File: src/rtl/sar_adc_pkg.sv
// Package: shared types for the SAR converter control core.
// Assumes nothing beyond IEEE 1800-2017 enums.
package sar_adc_pkg;

    // Sequencer phases: idle, lead-in before the first decision, bit resolution.
    typedef enum logic [1:0] {
        SEQ_IDLE    = 2'd0,
        SEQ_LEAD    = 2'd1,
        SEQ_RESOLVE = 2'd2
    } seq_state_t;

endpackage

File: src/rtl/sar_start_gate.sv
// Module: sar_start_gate
// Builds the start pulse from the three active-low control inputs.
// The start is edge triggered: a pulse is produced only on the first clock
// edge at which all three are low, and only while the sequencer is idle.
// Assumes the inputs are already synchronous to clk.
module sar_start_gate (
    input  logic clk,
    input  logic rst_n,
    input  logic cs_n,
    input  logic rd_n,
    input  logic hbyte_sel,
    input  logic idle,
    output logic start
);

    logic cond;
    logic cond_q;

    // Purpose: the combined start condition.
    always_comb cond = ~cs_n & ~rd_n & ~hbyte_sel;

    // Purpose: remember last condition; reset high so a held level is no edge.
    always_ff @(posedge clk) begin
        if (!rst_n) cond_q <= 1'b1;
        else        cond_q <= cond;
    end

    // Purpose: rising edge of the condition, gated by the idle lockout.
    always_comb start = cond & ~cond_q & idle;

endmodule

File: src/rtl/sar_sequencer.sv
// Module: sar_sequencer
// Runs one successive-approximation conversion per start pulse: clears the
// register, waits LEAD_CYCLES, then decides one bit per clock from the MSB
// down, and loads the result latch on the edge that decides the LSB.
// Assumes LEAD_CYCLES >= 1 and that start arrives only while idle.
module sar_sequencer
    import sar_adc_pkg::*;
#(
    parameter  int RES_BITS    = 12,
    parameter  int LEAD_CYCLES = 1,
    localparam int IDX_W       = $clog2(RES_BITS),
    localparam int LEAD_W      = $clog2(LEAD_CYCLES + 1)
) (
    input  logic                clk,
    input  logic                rst_n,
    input  logic                start,
    input  logic                cmp_keep,
    output logic                busy_n,
    output logic [RES_BITS-1:0] trial_code,
    output logic [RES_BITS-1:0] result_q
);

    localparam logic [IDX_W-1:0]  TOP_IDX   = IDX_W'(RES_BITS - 1);
    localparam logic [LEAD_W-1:0] LEAD_LOAD = LEAD_W'(LEAD_CYCLES - 1);

    seq_state_t          state_q;
    logic [IDX_W-1:0]    bit_idx_q;
    logic [LEAD_W-1:0]   lead_cnt_q;
    logic [RES_BITS-1:0] sar_q;
    logic [RES_BITS-1:0] trial_bit;

    // Purpose: one-hot mask of the bit under trial.
    always_comb trial_bit = {{(RES_BITS-1){1'b0}}, 1'b1} << bit_idx_q;

    // Purpose: code offered to the comparator; zero when idle.
    always_comb trial_code = (state_q == SEQ_IDLE) ? '0 : (sar_q | trial_bit);

    // Purpose: phase, bit index, register, latch and busy flag.
    always_ff @(posedge clk) begin
        if (!rst_n) begin
            state_q    <= SEQ_IDLE;
            bit_idx_q  <= TOP_IDX;
            lead_cnt_q <= LEAD_LOAD;
            sar_q      <= '0;
            result_q   <= '0;
            busy_n     <= 1'b1;
        end else begin
            unique case (state_q)
                SEQ_IDLE: begin
                    if (start) begin
                        state_q    <= SEQ_LEAD;
                        bit_idx_q  <= TOP_IDX;
                        lead_cnt_q <= LEAD_LOAD;
                        sar_q      <= '0;
                        busy_n     <= 1'b0;
                    end
                end
                SEQ_LEAD: begin
                    if (lead_cnt_q == '0) state_q <= SEQ_RESOLVE;
                    else                  lead_cnt_q <= lead_cnt_q - 1'b1;
                end
                SEQ_RESOLVE: begin
                    if (bit_idx_q == '0) begin
                        result_q <= sar_q | (cmp_keep ? trial_bit : '0);
                        busy_n   <= 1'b1;
                        state_q  <= SEQ_IDLE;
                    end else begin
                        sar_q[bit_idx_q] <= cmp_keep;
                        bit_idx_q        <= bit_idx_q - 1'b1;
                    end
                end
                default: state_q <= SEQ_IDLE;
            endcase
        end
    end

endmodule

File: src/rtl/sar_byte_mux.sv
// Module: sar_byte_mux
// Steers the latched word onto the data pins. Whole word when hbyte_sel is
// low; with it high the upper bits are copied onto the lowest pins and the
// gap between is driven to zero.
// Assumes RES_BITS - LOW_W <= LOW_W.
module sar_byte_mux #(
    parameter  int RES_BITS = 12,
    parameter  int LOW_W    = 8,
    localparam int HIGH_W   = RES_BITS - LOW_W,
    localparam int MID_W    = LOW_W - HIGH_W
) (
    input  logic                hbyte_sel,
    input  logic [RES_BITS-1:0] word,
    output logic [RES_BITS-1:0] data_out
);

    logic [RES_BITS-1:0] folded;

    // Purpose: build the folded layout; the zero gap exists only if MID_W > 0.
    generate
        if (MID_W > 0) begin : g_gap
            always_comb folded = {word[RES_BITS-1:LOW_W], {MID_W{1'b0}},
                                  word[RES_BITS-1:LOW_W]};
        end else begin : g_nogap
            always_comb folded = {word[RES_BITS-1:LOW_W], word[RES_BITS-1:LOW_W]};
        end
    endgenerate

    // Purpose: pick whole or folded word.
    always_comb data_out = hbyte_sel ? folded : word;

endmodule

File: src/rtl/sar_adc_core.sv
// Module: sar_adc_core (top)
// Digital core of a successive-approximation converter: start gating,
// bit sequencing, result latch, byte steering and the inverted clock out.
// Assumes all control inputs are synchronous to clk_in; reset is
// synchronous and active low.
module sar_adc_core #(
    parameter int RES_BITS    = 12,
    parameter int LEAD_CYCLES = 1,
    parameter int LOW_W       = 8
) (
    input  logic                clk_in,
    input  logic                rst_n,
    input  logic                cs_n,
    input  logic                rd_n,
    input  logic                hbyte_sel,
    input  logic                cmp_keep,
    output logic                clk_out,
    output logic                busy_n,
    output logic [RES_BITS-1:0] trial_code,
    output logic [RES_BITS-1:0] data_out,
    output logic                data_oe
);

    logic                start;
    logic [RES_BITS-1:0] result_q;

    // Purpose: inverted clock for an external resonator or downstream use.
    always_comb clk_out = ~clk_in;

    // Purpose: drive enable for the modelled three-state port.
    always_comb data_oe = ~cs_n & ~rd_n;

    sar_start_gate start_i (
        .clk       (clk_in),
        .rst_n     (rst_n),
        .cs_n      (cs_n),
        .rd_n      (rd_n),
        .hbyte_sel (hbyte_sel),
        .idle      (busy_n),
        .start     (start)
    );

    sar_sequencer #(
        .RES_BITS    (RES_BITS),
        .LEAD_CYCLES (LEAD_CYCLES)
    ) seq_i (
        .clk        (clk_in),
        .rst_n      (rst_n),
        .start      (start),
        .cmp_keep   (cmp_keep),
        .busy_n     (busy_n),
        .trial_code (trial_code),
        .result_q   (result_q)
    );

    sar_byte_mux #(
        .RES_BITS (RES_BITS),
        .LOW_W    (LOW_W)
    ) mux_i (
        .hbyte_sel (hbyte_sel),
        .word      (result_q),
        .data_out  (data_out)
    );

endmodule

File: config.mk
export PLATFORM = sky130hd
export DESIGN_NAME = sar_adc_core
export DESIGN_NICKNAME = d
export VERILOG_FILES = /design/src/rtl/sar_adc_pkg.sv /design/src/rtl/sar_start_gate.sv /design/src/rtl/sar_sequencer.sv /design/src/rtl/sar_byte_mux.sv /design/src/rtl/sar_adc_core.sv
export SDC_FILE = /design/constraint.sdc
export NUM_CORES = 1
export LEC_CHECK = 0
export BUFFER_PORTS_ARGS = -buffer_cell sky130_fd_sc_hd__clkbuf_2
export CORE_MARGIN = 10
export CORE_UTILIZATION = 55
export CTS_CLUSTER_DIAMETER = 120
export DETAILED_ROUTE_END_ITERATION = 10
export PLACE_DENSITY_LB_ADDON = 0.25
export SLEW_MARGIN = 20
export SYNTH_ARGS = -nofsm -noshare
export SYNTH_HDL_FRONTEND = slang
export SYNTH_SLANG_ARGS = --single-unit
File: constraint.sdc
create_clock -name clk_in -period 5.5 [get_ports clk_in]
set_input_delay 1.1 -clock clk_in [delete_from_list [all_inputs] [get_ports clk_in]]
set_output_delay 1.1 -clock clk_in [all_outputs]
set_load 0.02 [all_outputs]
# --- Word-level counts from Yosys, hierarchy flattened ---
# Cells that the tools add are included.
# Widths: inputs -> output; s select.
totals:
  regBits: 33
  latchBits: 0
  ram_bits: 0
  mem_bits_ro: 0
  in_bits: 6
  out_inout_bits: 27
  elab_cells: 60
  memories: 0
classes:
  add_sub_neg: 2
  n_mul: 0
  div_mod_pow: 0
  n_lt_le_gt_ge: 2
  eq_ne: 6
  shifts: 1
  mux: 21
  n_bitwise: 11
  n_reduce_logical: 10
op_table:
  columns: ["op", "n"]
  rows:
  - ["$mux 12", 4]
  - ["$or 12x12->12", 2]
  - ["$pmux 12 s2", 1]
  - ["$bwmux 12", 1]
  - ["$shl 1x4->12 const A", 1]
  - ["$reduce_and 3->1", 3]
  - ["$mux 4", 2]
  - ["$mux 8", 1]
  - ["$pmux 4 s2", 1]
  - ["$mux 2", 3]
  - ["$pmux 2 s3", 1]
  - ["$lt 4x5->1 const B", 1]
  - ["$not 1->1", 5]
  - ["$and 1x1->1", 4]
  - ["$demux 1 s4", 1]
  - ["$ge 4x1->1 const B", 1]
  - ["$logic_not 4->1", 1]
  - ["$mux 1", 4]
  - ["$ne 2x1->1 const B", 2]
  - ["$ne 2x2->1 const B", 2]
  - ["$pmux 1 s2", 2]
  - ["$reduce_and 2->1", 2]
  - ["$reduce_bool 2->1", 2]
  - ["$sub 4x1->4 const B", 1]
  - ["other kinds (5)", 5]

# --- Logic depth before layout (Yosys ltp) ---
depth:
  depth_word: 7
  mapped_depth: 7
  mapped_depth_nobuf: 5

# --- Cells and area by module ---
# A second synthesis with hierarchy kept.
unflattened:
  cells_unflattened: 213
  hier_area_um2: 1855.5
by_module_without_submodules:
  columns: ["mod", "instances", "cells_each", "area_each_um2", "seq_area_each_um2"]
  rows:
  - ["sar_sequencer", 1, 194, 1664.1, 620.6]
  - ["sar_byte_mux", 1, 13, 136.4, 0.0]
  - ["sar_start_gate", 1, 4, 47.5, 20.0]
  - ["sar_adc_core", 1, 2, 7.5, 0.0]

==> results.sh <==
export IMPL_status="completed"
export IMPL_clock_latency_ns=0.35
export IMPL_drt_vias_per_instance=5.89
export IMPL_cts_root_buf="clkbuf_4"
export IMPL_wire_per_inst_um=16.4
export IMPL_ios=33
export IMPL_cap_violations=0
export IMPL_num_fill_cells=281
export IMPL_worstPathRequired_ns=4.40
export IMPL_routed_wl_mm=4.29
export IMPL_port_buffers=32
export IMPL_hold_viol_final=0
export IMPL_tns_ns=0
export IMPL_cts_resized=0
export IMPL_postCtsHoldBufs=0
export IMPL_synth_distinct_cells=41
export IMPL_p_per_area_nw_per_um2=237
export IMPL_grt_pass1_wl_mm=7.31
export IMPL_p_sw_share_pct=26.0
export IMPL_start_kind="clock port"
export IMPL_route_detailed_drc=0
export IMPL_final_max_slew_violation_count=0
export IMPL_grt_overflow=0
export IMPL_cts_buffers=5
export IMPL_syn_inst=195
export IMPL_dr_pass1_iters=4
export IMPL_diodes=0
export IMPL_p_seq_share_pct=50.9
export IMPL_grt_pass1_vias=1523
export IMPL_yosys_area_top_type="dfxtp_1"
export IMPL_row_count=20
export IMPL_p_int_uw=341
export IMPL_htreeDepth=2
export IMPL_die_area_um2=5850
export IMPL_ys_ff_latch=32
export IMPL_worstPathArrival_ns=3.29
export IMPL_drive_gt1_share_pct=27.5
export IMPL_post_dp_hpwl_mm=3.07
export IMPL_synth_top_cells_by_count="dfxtp_1 (32), a21oi_1 (22), inv_1 (16)"
export IMPL_end_kind="primary output"
export IMPL_avgSynthCellArea_um2=9.01
export IMPL_clk_pin_slew_ns=0.10
export IMPL_relSlewSlack_pct=43.4
export IMPL_holdWs_ns=0.492
export IMPL_switchingPower_uw=120
export IMPL_grt_max_degree=25
export IMPL_antenna_found_initial=0
export IMPL_finalSetupViolations=0
export IMPL_final_util_pct=63.5
export IMPL_core_um2=3050
export IMPL_critPathKind="clock port to primary output"
export IMPL_cts_setup_buffers=0
export IMPL_fp_dieW_um=76.5
export IMPL_area_delta_synth_final_pct=10.4
export IMPL_leakage_nw=0.736
export IMPL_synth_edf_count=0
export IMPL_clock_path_buffers=2
export IMPL_ys_async_sr_fraction_pct=0
export IMPL_critical_path_peak_fanout=7
export IMPL_cts_tree="yes"
export IMPL_p_total_uw=460
export IMPL_syn_area_um2=1760
export IMPL_hp_class="flop to flop"
export IMPL_drt_first_iter_violations=128
export IMPL_placed_cell_area_um2=1860
export IMPL_ant_nets=0
export IMPL_gp_congestion=0.864
export IMPL_synth_top_cell_area_share_pct=36.5
export IMPL_grt_use_total_pct=14.8
export IMPL_power_frac_comb_pct=4.5
export IMPL_clock_skew_ns=0.0178
export IMPL_design_area_um2=1940
export IMPL_syn_nets=206
export IMPL_ys_warn_count=0
export IMPL_synthFlopType="dfxtp_1"
export IMPL_vias=1543
export IMPL_yosysMostFrequentCell="dfxtp_1"
export IMPL_peakVddDrop_uv=137
export IMPL_rsz0062_at_grt="no"
export IMPL_initial_utilization_pct=57.5
export IMPL_yosysSeqAreaShare_pct=36.5
export IMPL_tightest_slew_ns=0.847
export IMPL_die_y_um=76.5
export IMPL_synth_area_leaders="dfxtp_1 (36%), a21oi_1 (6.3%), nand3b_1 (5.1%)"
export IMPL_clkPwrFrac_pct=44.6
export IMPL_fin_nets=228
[layout make-up]
type,instances,area (um2),share of cell area (%)
multi-input cells,129,932,48.1
flip-flops and latches,32,641,33.0
repair buffers,32,163,8.39
inverters,15,56.3,2.90
well taps,44,55.1,2.84
clock inverters,4,50.0,2.58
clock buffers,6,42.5,2.19
[cells by family after synthesis]
| family | synth area share, % |
|---|---|
| adder cells (fa/ha/maj) | 3.56 |
| AND/OR/NAND/NOR | 22.9 |
| buffers and inverters | 10.8 |
| AO/OA/AOI/OAI | 23.3 |
| flip-flops | 36.5 |
| multiplexers | 2.56 |
| XOR/XNOR | 0.499 |
[power by group through the flow]
| stage | registers (mW) | logic [mW] | clock network [mW] |
|---|---|---|---|
| 2_1_floorplan | 0.239 | 0.0151 | 0.0130 |
| 3_3_place_gp | 0.239 | 0.0198 | 0.0194 |
| 3_5_place_dp | 0.239 | 0.0203 | 0.0194 |
| 4_1_cts | 0.234 | 0.0206 | 0.212 |
| 5_1_grt | 0.235 | 0.0225 | 0.223 |
| 6_report | 0.234 | 0.0207 | 0.206 |
[per-stage QoR]
stage | cells | setup WS, ns
after floorplan | 195 | 1.52
after global placement | 254 | 1.47
after detailed placement | 254 | 1.47
after CTS | 262 | 1.09
after global routing | 262 | 1.08
final | 262 | 1.11
[worst max-delay path: stages]
cell and delay, ns:
clkbuf_4 0.14, clkbuf_4 0.18, inv_1 0.06, clkbuf_2 0.16
[cell usage in the layout, fill, tap and decap left out, drive strengths merged, types with 3 or more instances in the layout]
cell type,n
a2111oi,3
a21oi,22
a311oi,6
clkbuf,37
dfxtp,32
ha,5
inv,16
mux2,4
nand2,3
nand3,13
nand3b,12
nor2,12
nor2b,5
nor3,7
nor3b,4
o211ai,5
o21ai,3
o221ai,6
[layer usage]
layer | track usage (%) | share of wire, %
met1 | 17.6 | 44
met2 | 24.0 | 50
met3 | 5.42 | 6.2
met4 | 4.83 | 0.68
met5 | 0 | 0
[state kept, by name, indices dropped and copies added (netlist names)]
name             flops
seq_i.busy_n         1
seq_i.result_q      12
seq_i.sar_q         12
start_i.cond_q       1
seq_i.bit_idx_q      4
seq_i.state_q        2
[worst paths after layout]
path                                   startpoint                              end  slack (ns)  depth (start not counted)
setup / recovery                           clk_in                          clk_out        1.11                          4
setup reg to reg  seq_i.bit_idx_q[0]$_SDFFE_PN1P_  seq_i.bit_idx_q[1]$_SDFFE_PN1P_        3.17                          5
hold reg to reg    seq_i.result_q[4]$_SDFFE_PN0P_   seq_i.result_q[4]$_SDFFE_PN0P_        0.49                          2
hold / removal     seq_i.result_q[4]$_SDFFE_PN0P_   seq_i.result_q[4]$_SDFFE_PN0P_        0.49                          2
(Power assumes the default switching activity.)
